$ cat config.mk
export PLATFORM = sky130hd
export DESIGN_NAME = victim_buffer
export DESIGN_NICKNAME = d
export VERILOG_FILES = /design/src/rtl/vc_pkg.sv /design/src/rtl/vc_entry_array.sv /design/src/rtl/vc_repl.sv /design/src/rtl/vc_ctrl.sv /design/src/rtl/victim_buffer.sv
export SDC_FILE = /design/constraint.sdc
export NUM_CORES = 1
export LEC_CHECK = 0
export ABC_CLOCK_PERIOD_IN_PS = 4900
export BUFFER_PORTS_ARGS = -buffer_cell sky130_fd_sc_hd__buf_2
export CAP_MARGIN = 15
export CORE_ASPECT_RATIO = 1.75
export CORE_MARGIN = 1.5
export CORE_UTILIZATION = 50
export DETAILED_ROUTE_END_ITERATION = 6
export PLACE_DENSITY = 0.72
export SYNTH_ARGS = -nofsm -noshare
export SYNTH_HDL_FRONTEND = slang
export SYNTH_SLANG_ARGS = --single-unit
$ cat constraint.sdc
create_clock -name clk -period 4.9 [get_ports clk]
set_input_delay 0.98 -clock clk [delete_from_list [all_inputs] [get_ports clk]]
set_output_delay 0.98 -clock clk [all_outputs]
set_load 0.01 [all_outputs]
$ cat src/rtl/vc_pkg.sv
package vc_pkg;
    typedef enum logic [2:0] {
        ST_IDLE,
        ST_SEARCH,
        ST_HIT,
        ST_MISS,
        ST_INSERT
    } vc_state_e;
endpackage

$ cat src/rtl/vc_entry_array.sv
module vc_entry_array #(
    parameter int NUM_ENT = 4,
    parameter int ADDR_W  = 12,
    parameter int LINE_W  = 64,
    parameter int IDX_W   = $clog2(NUM_ENT)
) (
    input  logic               clk,
    input  logic               rst_n,
    input  logic [ADDR_W-1:0]  cmp_addr,
    input  logic               wr_en,
    input  logic [IDX_W-1:0]   wr_idx,
    input  logic [ADDR_W-1:0]  wr_addr,
    input  logic [LINE_W-1:0]  wr_data,
    input  logic               wr_dirty,
    input  logic               clr_en,
    input  logic [IDX_W-1:0]   clr_idx,
    input  logic [IDX_W-1:0]   rd_idx,
    output logic [NUM_ENT-1:0] valid_vec,
    output logic [NUM_ENT-1:0] match_vec,
    output logic [ADDR_W-1:0]  rd_addr,
    output logic [LINE_W-1:0]  rd_data,
    output logic               rd_dirty
);
    logic [ADDR_W-1:0] ent_addr  [NUM_ENT];
    logic [LINE_W-1:0] ent_data  [NUM_ENT];
    logic              ent_dirty [NUM_ENT];

    for (genvar g = 0; g < NUM_ENT; g++) begin : g_ent
        always_ff @(posedge clk) begin
            if (!rst_n) begin
                valid_vec[g]  <= 1'b0;
                ent_addr[g]   <= '0;
                ent_data[g]   <= '0;
                ent_dirty[g]  <= 1'b0;
            end else if (wr_en && wr_idx == IDX_W'(g)) begin
                valid_vec[g]  <= 1'b1;
                ent_addr[g]   <= wr_addr;
                ent_data[g]   <= wr_data;
                ent_dirty[g]  <= wr_dirty;
            end else if (clr_en && clr_idx == IDX_W'(g)) begin
                valid_vec[g]  <= 1'b0;
                ent_dirty[g]  <= 1'b0;
            end
        end

        // one comparator per entry, all evaluated in the same cycle
        assign match_vec[g] = valid_vec[g] && (ent_addr[g] == cmp_addr);
    end

    assign rd_addr  = ent_addr[rd_idx];
    assign rd_data  = ent_data[rd_idx];
    assign rd_dirty = ent_dirty[rd_idx];

    AST_ONE_MATCH: assert property (@(posedge clk) disable iff (!rst_n)
        $onehot0(match_vec));

    AST_WRITE_FILLS: assert property (@(posedge clk) disable iff (!rst_n)
        wr_en |=> valid_vec[$past(wr_idx)]);
endmodule

$ cat src/rtl/vc_repl.sv
module vc_repl #(
    parameter int NUM_ENT = 4,
    parameter int IDX_W   = $clog2(NUM_ENT)
) (
    input  logic               clk,
    input  logic               rst_n,
    input  logic [NUM_ENT-1:0] valid_vec,
    input  logic               advance,
    output logic [IDX_W-1:0]   ins_idx,
    output logic               full
);
    localparam logic [IDX_W-1:0] LAST_IDX = IDX_W'(NUM_ENT - 1);

    logic [IDX_W-1:0] ptr;
    logic [IDX_W-1:0] free_idx;

    always_comb begin
        free_idx = '0;
        for (int i = NUM_ENT - 1; i >= 0; i--) begin
            if (!valid_vec[i]) free_idx = IDX_W'(i);
        end
    end

    assign full    = &valid_vec;
    assign ins_idx = full ? ptr : free_idx;

    always_ff @(posedge clk) begin
        if (!rst_n)          ptr <= '0;
        else if (advance)    ptr <= (ptr == LAST_IDX) ? '0 : ptr + 1'b1;
    end

    AST_FREE_PICK: assert property (@(posedge clk) disable iff (!rst_n)
        !full |-> !valid_vec[ins_idx]);

    AST_PTR_FULL_ONLY: assert property (@(posedge clk) disable iff (!rst_n)
        !full |=> $stable(ptr));
endmodule

$ cat src/rtl/vc_ctrl.sv
module vc_ctrl
    import vc_pkg::*;
#(
    parameter int NUM_ENT = 4,
    parameter int ADDR_W  = 12,
    parameter int LINE_W  = 64,
    parameter int IDX_W   = $clog2(NUM_ENT)
) (
    input  logic               clk,
    input  logic               rst_n,
    input  logic               evict_valid,
    input  logic [ADDR_W-1:0]  evict_addr,
    input  logic [LINE_W-1:0]  evict_data,
    input  logic               evict_dirty,
    input  logic               lk_valid,
    input  logic [ADDR_W-1:0]  lk_addr,
    input  logic               swap_valid,
    input  logic [ADDR_W-1:0]  swap_addr,
    input  logic [LINE_W-1:0]  swap_data,
    input  logic               swap_dirty,
    input  logic [NUM_ENT-1:0] match_vec,
    input  logic               full,
    input  logic [IDX_W-1:0]   ins_idx,
    input  logic [ADDR_W-1:0]  rd_addr,
    input  logic [LINE_W-1:0]  rd_data,
    input  logic               rd_dirty,
    output logic [ADDR_W-1:0]  cmp_addr,
    output logic               wr_en,
    output logic [IDX_W-1:0]   wr_idx,
    output logic [ADDR_W-1:0]  wr_addr,
    output logic [LINE_W-1:0]  wr_data,
    output logic               wr_dirty,
    output logic               clr_en,
    output logic [IDX_W-1:0]   clr_idx,
    output logic [IDX_W-1:0]   rd_idx,
    output logic               advance,
    output logic               ready,
    output logic               rsp_valid,
    output logic               rsp_hit,
    output logic [LINE_W-1:0]  rsp_data,
    output logic               rsp_dirty,
    output logic               mem_req_valid,
    output logic [ADDR_W-1:0]  mem_req_addr,
    output logic               wb_valid,
    output logic [ADDR_W-1:0]  wb_addr,
    output logic [LINE_W-1:0]  wb_data
);
    vc_state_e state, state_nx;

    logic [ADDR_W-1:0] req_addr;
    logic              line_ok;
    logic [ADDR_W-1:0] line_addr;
    logic [LINE_W-1:0] line_data;
    logic              line_dirty;
    logic [IDX_W-1:0]  hit_idx;
    logic [IDX_W-1:0]  hit_enc;

    always_comb begin
        hit_enc = '0;
        for (int i = 0; i < NUM_ENT; i++) begin
            if (match_vec[i]) hit_enc = IDX_W'(i);
        end
    end

    // next-state logic
    always_comb begin
        state_nx = state;
        unique case (state)
            ST_IDLE: begin
                if (lk_valid)          state_nx = ST_SEARCH;
                else if (evict_valid)  state_nx = ST_INSERT;
            end
            ST_SEARCH: state_nx = (|match_vec) ? ST_HIT : ST_MISS;
            ST_HIT:    state_nx = ST_IDLE;
            ST_MISS:   state_nx = line_ok ? ST_INSERT : ST_IDLE;
            ST_INSERT: state_nx = ST_IDLE;
            default:   state_nx = ST_IDLE;
        endcase
    end

    // state register
    always_ff @(posedge clk) begin
        if (!rst_n) state <= ST_IDLE;
        else        state <= state_nx;
    end

    // request capture
    always_ff @(posedge clk) begin
        if (!rst_n) begin
            req_addr   <= '0;
            line_ok    <= 1'b0;
            line_addr  <= '0;
            line_data  <= '0;
            line_dirty <= 1'b0;
            hit_idx    <= '0;
        end else begin
            if (state == ST_IDLE && lk_valid) begin
                req_addr   <= lk_addr;
                line_ok    <= swap_valid;
                line_addr  <= swap_addr;
                line_data  <= swap_data;
                line_dirty <= swap_dirty;
            end else if (state == ST_IDLE && evict_valid) begin
                line_ok    <= 1'b1;
                line_addr  <= evict_addr;
                line_data  <= evict_data;
                line_dirty <= evict_dirty;
            end
            if (state == ST_SEARCH) hit_idx <= hit_enc;
        end
    end

    // outputs
    always_comb begin
        ready         = 1'b0;
        rsp_valid     = 1'b0;
        rsp_hit       = 1'b0;
        rsp_data      = '0;
        rsp_dirty     = 1'b0;
        mem_req_valid = 1'b0;
        wb_valid      = 1'b0;
        wr_en         = 1'b0;
        clr_en        = 1'b0;
        advance       = 1'b0;
        wr_idx        = ins_idx;
        rd_idx        = hit_idx;
        unique case (state)
            ST_IDLE: ready = 1'b1;
            ST_SEARCH: ;
            ST_HIT: begin
                rsp_valid = 1'b1;
                rsp_hit   = 1'b1;
                rsp_data  = rd_data;
                rsp_dirty = rd_dirty;
                wr_idx    = hit_idx;
                wr_en     = line_ok;
                clr_en    = !line_ok;
            end
            ST_MISS: begin
                rsp_valid     = 1'b1;
                mem_req_valid = 1'b1;
            end
            ST_INSERT: begin
                rd_idx   = ins_idx;
                wr_en    = 1'b1;
                advance  = full;
                wb_valid = full && rd_dirty;
            end
            default: ;
        endcase
    end

    assign cmp_addr     = req_addr;
    assign clr_idx      = hit_idx;
    assign wr_addr      = line_addr;
    assign wr_data      = line_data;
    assign wr_dirty     = line_dirty;
    assign mem_req_addr = req_addr;
    assign wb_addr      = rd_addr;
    assign wb_data      = rd_data;

    AST_HIT_FROM_MATCH: assert property (@(posedge clk) disable iff (!rst_n)
        (state == ST_SEARCH && |match_vec) |=> (rsp_hit && !mem_req_valid));

    AST_MISS_FORWARD: assert property (@(posedge clk) disable iff (!rst_n)
        (state == ST_SEARCH && match_vec == '0) |=> (mem_req_valid && mem_req_addr == $past(cmp_addr)));

    AST_RSP_PULSE: assert property (@(posedge clk) disable iff (!rst_n)
        rsp_valid |=> !rsp_valid);

    AST_WB_PULSE: assert property (@(posedge clk) disable iff (!rst_n)
        wb_valid |=> (!wb_valid && ready));

    AST_BUSY_NO_ACCEPT: assert property (@(posedge clk) disable iff (!rst_n)
        (!ready && state != ST_MISS) |=> !($past(state) == ST_SEARCH && ready));
endmodule

$ cat src/rtl/victim_buffer.sv
module victim_buffer #(
    parameter int NUM_ENT = 4,
    parameter int ADDR_W  = 12,
    parameter int LINE_W  = 64
) (
    input  logic              clk,
    input  logic              rst_n,
    input  logic              evict_valid,
    input  logic [ADDR_W-1:0] evict_addr,
    input  logic [LINE_W-1:0] evict_data,
    input  logic              evict_dirty,
    input  logic              lk_valid,
    input  logic [ADDR_W-1:0] lk_addr,
    input  logic              swap_valid,
    input  logic [ADDR_W-1:0] swap_addr,
    input  logic [LINE_W-1:0] swap_data,
    input  logic              swap_dirty,
    output logic              ready,
    output logic              rsp_valid,
    output logic              rsp_hit,
    output logic [LINE_W-1:0] rsp_data,
    output logic              rsp_dirty,
    output logic              mem_req_valid,
    output logic [ADDR_W-1:0] mem_req_addr,
    output logic              wb_valid,
    output logic [ADDR_W-1:0] wb_addr,
    output logic [LINE_W-1:0] wb_data
);
    localparam int IDX_W = (NUM_ENT > 1) ? $clog2(NUM_ENT) : 1;

    logic [NUM_ENT-1:0] valid_vec, match_vec;
    logic [ADDR_W-1:0]  cmp_addr, wr_addr, rd_addr;
    logic [LINE_W-1:0]  wr_data, rd_data;
    logic               wr_en, wr_dirty, clr_en, rd_dirty, advance, full;
    logic [IDX_W-1:0]   wr_idx, clr_idx, rd_idx, ins_idx;

    vc_entry_array #(.NUM_ENT(NUM_ENT), .ADDR_W(ADDR_W), .LINE_W(LINE_W), .IDX_W(IDX_W)) u_array (
        .clk(clk), .rst_n(rst_n), .cmp_addr(cmp_addr),
        .wr_en(wr_en), .wr_idx(wr_idx), .wr_addr(wr_addr), .wr_data(wr_data), .wr_dirty(wr_dirty),
        .clr_en(clr_en), .clr_idx(clr_idx), .rd_idx(rd_idx),
        .valid_vec(valid_vec), .match_vec(match_vec),
        .rd_addr(rd_addr), .rd_data(rd_data), .rd_dirty(rd_dirty)
    );

    vc_repl #(.NUM_ENT(NUM_ENT), .IDX_W(IDX_W)) u_repl (
        .clk(clk), .rst_n(rst_n), .valid_vec(valid_vec), .advance(advance),
        .ins_idx(ins_idx), .full(full)
    );

    vc_ctrl #(.NUM_ENT(NUM_ENT), .ADDR_W(ADDR_W), .LINE_W(LINE_W), .IDX_W(IDX_W)) u_ctrl (
        .clk(clk), .rst_n(rst_n),
        .evict_valid(evict_valid), .evict_addr(evict_addr), .evict_data(evict_data), .evict_dirty(evict_dirty),
        .lk_valid(lk_valid), .lk_addr(lk_addr),
        .swap_valid(swap_valid), .swap_addr(swap_addr), .swap_data(swap_data), .swap_dirty(swap_dirty),
        .match_vec(match_vec), .full(full), .ins_idx(ins_idx),
        .rd_addr(rd_addr), .rd_data(rd_data), .rd_dirty(rd_dirty),
        .cmp_addr(cmp_addr), .wr_en(wr_en), .wr_idx(wr_idx), .wr_addr(wr_addr),
        .wr_data(wr_data), .wr_dirty(wr_dirty), .clr_en(clr_en), .clr_idx(clr_idx),
        .rd_idx(rd_idx), .advance(advance),
        .ready(ready), .rsp_valid(rsp_valid), .rsp_hit(rsp_hit), .rsp_data(rsp_data),
        .rsp_dirty(rsp_dirty), .mem_req_valid(mem_req_valid), .mem_req_addr(mem_req_addr),
        .wb_valid(wb_valid), .wb_addr(wb_addr), .wb_data(wb_data)
    );
endmodule

After elaboration in Yosys (flattened, before gate mapping)
Memories as Yosys holds them, arrays and structs flattened.
Index checks and enable logic that the tools add are counted.
W data, S select, Z words.
- flip-flop bits (word level): 101
- RAM bits: 308
- input bits: 171
- word-level logic and storage cells: 162
- memories kept: 3
- add/subtract/negate cells: 1
- eq/ne operators: 16
- muxes and demuxes: 87
- bitwise gates (word level): 16
- reductions and logical operators: 27
- memory list (name ; words ; bits a word ; read ports ; clocked after memory_dff ; write ports ; RTL line ; text):
    u_array.ent_data ; 4 ; 64 ; 1 ; 0 ; 4 ; vc_entry_array.sv:25 ; logic [LINE_W-1:0] ent_data [NUM_ENT];
    u_array.ent_addr ; 4 ; 12 ; 5 ; 0 ; 4 ; vc_entry_array.sv:24 ; logic [ADDR_W-1:0] ent_addr [NUM_ENT];
    u_array.ent_dirty ; 4 ; 1 ; 1 ; 0 ; 4 ; vc_entry_array.sv:26 ; logic ent_dirty [NUM_ENT];
- operator list (operator ; count):
    $mux W64 ; 7
    $mux W12 ; 6
    $mux W1 ; 59
    $eq A12 B12 Y1 ; 4
    $mux W2 ; 10
    $or A1 B1 Y1 ; 16
    $logic_and A1 B1 Y1 ; 15
    $eq A2 B2 Y1 const B ; 5
    $reduce_bool A2 Y1 ; 5
    $mux W3 ; 3
    $pmux W3 S3 ; 1
    $eq A3 B2 Y1 const B ; 2
    $eq A2 B1 Y1 const B ; 2
    $logic_not A2 Y1 ; 2
    $reduce_and A4 Y1 ; 1
    $reduce_or A4 Y1 ; 1
    $eq A3 B1 Y1 const B ; 1
    $eq A3 B3 Y1 const B ; 1
    $logic_not A3 Y1 ; 1
    $ne A3 B3 Y1 const B ; 1
    $add A2 B1 Y2 const B ; 1
    $pmux W1 S2 ; 1
    $reduce_or A2 Y1 ; 1
    $logic_not A1 Y1 ; 1

Depth between registers and ports, before layout
- depth after elaboration: 13
- depth in mapped cells: 10
- mapped depth without buffers: 6

Hierarchy
Synthesis repeated with hierarchy kept, for this count alone.
- cells, all modules: 1388
- area, all modules: 19403.6 µm²
- modules (own cells, without submodules) (module ; times used ; cells an instance ; area each (µm²) ; sequential area each (µm²)):
    vc_entry_array ; 1 ; 855 ; 14051.0 ; 9318.9
    vc_ctrl ; 1 ; 518 ; 5216.3 ; 1901.8
    vc_repl ; 1 ; 15 ; 136.4 ; 40.0

Worst setup path before layout
OpenSTA, ideal clock, no wires.
- path type: reg2reg
- start: register u_ctrl.state[1]
- end: memory u_array.ent_addr[3][0], enable pin
- arrival time: 3.298 ns
- required time: 4.464 ns
- slack: 1.166 ns
- stages on the path, launching flop included: 8
- buffers on the path: 2
- path through: dfxtp_1 buf_4 or3b_1 buf_2 nor2_1 a31oi_2 or3b_2 nand2_1
- RTL lines (element ; RTL line ; text):
    start, declared ; vc_ctrl.sv:48 ; vc_state_e state, state_nx;
    start signal, assigned ; vc_ctrl.sv:84 ; else state <= state_nx;
    end, declared ; vc_entry_array.sv:24 ;

Worst setup path after layout
- start: register u_ctrl.state[2]
- end: output wb_addr[6]
- cells in the longest elaborated chain, start to end: 3
- ends and longest elaborated chain (element ; RTL line ; text):
    $eq A3 B3 Y1 ; vc_ctrl.sv:127 ; unique case (state)
    $mux W2 ; vc_ctrl.sv:127 ;
    $mem_v2 Z4 W12 ; -- ;
    end, declared ; victim_buffer.sv:26 ; output logic [ADDR_W-1:0] wb_addr,
No other way between the ends.

==> Implementation_results.wiki <==
{| class="wikitable"
! Metric !! Value
|-
| Status || complete, no violations
|-
| Final Hold Viols || 0
|-
| Sum Neg Setup Slack || 0 ns
|-
| WS Path Type || flip-flop to output pin
|-
| Full die area || 40220 sq um
|-
| First-pass GRT wire length || 79.88 mm
|-
| Highest attainable clock frequency || 0.2330 GHz
|-
| Fill count || 3197
|-
| Initial core utilization || 50.76%
|-
| Overall via count from detail_route || 13990
|-
| Number of input and output port buffers inserted || 328
|-
| Critical path capture point type || output pin
|-
| Hold/Removal Path Class || flip-flop to flip-flop
|-
| Pin count of the biggest net entering global routing || 89
|-
| Post-DRT Antenna Nets || 0
|-
| Clock network latency to the later pin of the worst-skew pair || 0.54 ns
|-
| Most area-consuming cells after synthesis || edfxtp_1, mux2i_1, dfxtp_1, and2_1, o21ai_0
|-
| Data required time at the worst endpoint || 3.92 ns
|-
| Global route overflow || 0
|-
| Final weighted congestion in routability-driven placement || 0.8677
|-
| Most frequently used cell type in the post-synthesis netlist || and2_1
|-
| Post-cts hold buffer count || 0
|-
| Number of synthesized register bits || 409
|-
| Final-report max-slew violation count || 0
|-
| Count of unresolved DRC violations after routing || 0
|-
| Max-cap violations || 0
|-
| Final net count || 2152
|-
| Fin crit period || 4.292 ns
|-
| Element type at the critical path start || flip-flop
|-
| Starting DRT DRC Count || 783
|-
| Switching part of the total power || 27.96%
|-
| Post-CTS setup buffer count || 0
|-
| Portion of total power attributed to combinational logic || 18.0%
|-
| Wire length per cell || 21.17 microns
|-
| Cell Pwr Density || 383.1 nW/um^2
|-
| Top-level I/O count || 329
|-
| Seq pwr share || 48.6%
|-
| Largest fanout on the critical path || 47
|-
| Site Rows || 95
|-
| Resize count post-CTS || 0
|-
| Final setup viols || 0
|-
| Via-to-Cell Ratio || 5.611
|-
| Top cells by instance count after synthesis || and2_1, edfxtp_1, mux2i_1, o21ai_0, nand2_1
|-
| Final core utilization || 59.11%
|-
| Detail Placement HPWL || 33.96 mm
|-
| Clock slew at the register clock pins of the worst setup and hold paths || 0.06 ns
|-
| Area taken by flip-flops and latches || 11260 sq um
|-
| Synth Area per Inst || 11.29 sq um
|-
| Actual slew at the worst max-slew pin || 0.9680 ns
|-
| RSZ-0062 raised after global routing || false
|-
| Number of global-route vias before repair || 14170
|-
| Fraction of the cycle the final worst path needs || 87.59%
|-
| Post-synthesis async set-or-reset flop share || 0%
|-
| Worst ir drop on vdd || 0.0002101 V
|-
| Standard cell core area || 38390 sq um
|-
| Synthesized instance count || 1726
|-
| Total track usage || 25.77%
|-
| Worst clock skew || 0.01607 ns
|-
| Detailed Route WL || 52.79 mm
|-
| Data arrival, critical path || 3.31 ns
|-
| Root cell of the clock tree || clkbuf_16
|-
| Netlist area before placement || 19490 sq um
|-
| Cts bufs inserted || 37
|-
| Biggest area consumer among synthesized cells || edfxtp_1
|-
| Detailed-router iteration count before antenna repair || 5
|-
| Sinks on Clock Net || 409
|-
| Die Width || 152.2 microns
|-
| Area share of the leading cell type in the synthesized netlist || 47.30%
|-
| CTS tree || built
|-
| Initial antenna violation count || 1
|-
| Maximum level of the CTS H-tree || 2
|-
| Count of inserted antenna diode cells || 0
|-
| Switching power total || 0.002430 W
|-
| Post-synth EDFFs || 307
|-
| Portion of total power attributed to the clock network || 33.4%
|-
| Net Count, Synth || 1898
|-
| Post-synth top flop || edfxtp_1
|-
| Vertical die dimension || 264.2 microns
|-
| Leakage power summed over all cells || 10.38 nW
|-
| Slew HR || 35.23%
|-
| Signed area change from the synthesized netlist to the final layout || 16.44%
|-
| Total of warnings raised by yosys || 0
|-
| Number of different library cells in the post-synthesis netlist || 52
|-
| Multi-input logic area || 7669 sq um
|-
| Internal || 0.006262 W
|-
| Share of layout cells above drive strength 1 || 21.22%
|-
| Maximum buffer depth of the clock tree || 3
|-
| Sequential area share after synthesis || 57.78%
|}
-- layer usage --
| layer | track usage (%) | share of wire, % | vias up | routed length, microns |
|---|---|---|---|---|
| li1 | - | - | 6618 | - |
| met1 | 29.36 | 38 | 6773 | 19860 |
| met2 | 48.10 | 54 | 489 | 28280 |
| met3 | 2.526 | 4.7 | 106 | 2481 |
| met4 | 11.99 | 4.1 | 2 | 2153 |
| met5 | 0 | 0.021 | - | 11 |
-- power groups by stage --
stage / Combinational [W] / Sequential (W) / Clock [W]
2_1_floorplan: 0.00103 / 0.00420 / 0
3_3_place_gp: 0.00155 / 0.00428 / 0
3_5_place_dp: 0.00157 / 0.00430 / 0
4_1_cts: 0.00158 / 0.00422 / 0.00294
5_1_grt: 0.00169 / 0.00426 / 0.00307
6_report: 0.00156 / 0.00422 / 0.00291
-- path summary, 6_finish.rpt --
kind / start / to / slack (ns) / cells past startpoint
hold / removal: u_array.ent_dirty[2] / u_array.ent_dirty[2] / 0.52 / 1
setup reg to reg: u_array.valid_vec[3] / u_array.ent_data[3][31] / 1.68 / 6
setup / recovery: u_ctrl.state[2] / wb_addr[6] / 0.61 / 7
hold reg to reg: u_array.ent_dirty[2] / u_array.ent_dirty[2] / 0.52 / 1
-- state kept, by name, summed over array words and instances (netlist names) --
name,count
u_array.ent_data,256
u_ctrl.wr_data,64
u_array.ent_addr,48
u_ctrl.cmp_addr,12
u_ctrl.wr_addr,12
u_array.ent_dirty,4
u_array.valid_vec,4
u_ctrl.state,3
u_ctrl.clr_idx,2
u_repl.ptr,2
u_ctrl.line_ok,1
u_ctrl.wr_dirty,1
-- critical path: stages (launching register included) --
cell and delay [ns]:
dfxtp_1 0.47, or3b_1 0.43, nand2_1 0.12, and2_4 0.44, buf_4 0.71, mux2i_1 0.31, mux2i_1 0.10, buf_2 0.16
-- placed cells by master, fill, tap and decap left out, types with 4 or more instances in the layout --
master,count
nor2_1,84
a21o_1,4
dfxtp_1,102
xnor2_1,32
clkinv_2,6
inv_1,5
nand2_4,5
clkbuf_16,39
nand3_1,5
buf_2,325
and2_1,310
nor3_1,5
o21ai_0,153
nand4_1,6
nor2b_1,4
buf_12,7
buf_4,21
mux2i_1,230
clkbuf_1,13
edfxtp_1,307
o22ai_1,69
nor4_1,4
xor2_1,16
nand2_1,111
a21oi_1,93
-- kinds of logic after synthesis --
| kind of cell | after synthesis | synth area share (%) |
|---|---|---|
| flops | 409 | 57.78 |
| simple gates | 558 | 15.63 |
| compound gates | 334 | 9.309 |
| buf+inv | 146 | 3.249 |
| xor+xnor | 48 | 2.157 |
| mux | 230 | 11.81 |
| fa+ha+maj | 1 | 0.06419 |
-- area by class of cell --
cell class | instances | area share (%)
clock buffer | 55 | 4.698
sequential | 409 | 49.62
multi-input combinational | 1171 | 33.79
timing repair buffer | 353 | 8.480
tap | 485 | 2.674
clock inverter | 12 | 0.5955
inverter | 8 | 0.1378
-- metrics by stage --
step | instances | total power [W] | hold slack [ns] | area (sq um) | setup slack [ns]
floorplan | 1726 | 0.005236 | 0.4642 | 19490 | 1.166
global placement | 2426 | 0.005824 | 0.4816 | 21490 | 1.161
detailed placement | 2426 | 0.005867 | 0.5050 | 21490 | 1.147
CTS | 2493 | 0.008736 | 0.5201 | 22690 | 0.5893
global route | 2493 | 0.009014 | 0.5524 | 22690 | 0.4320
finish | 2493 | 0.008693 | 0.5208 | 22690 | 0.6080
No activity file was read; power rests on OpenSTA's default activity.
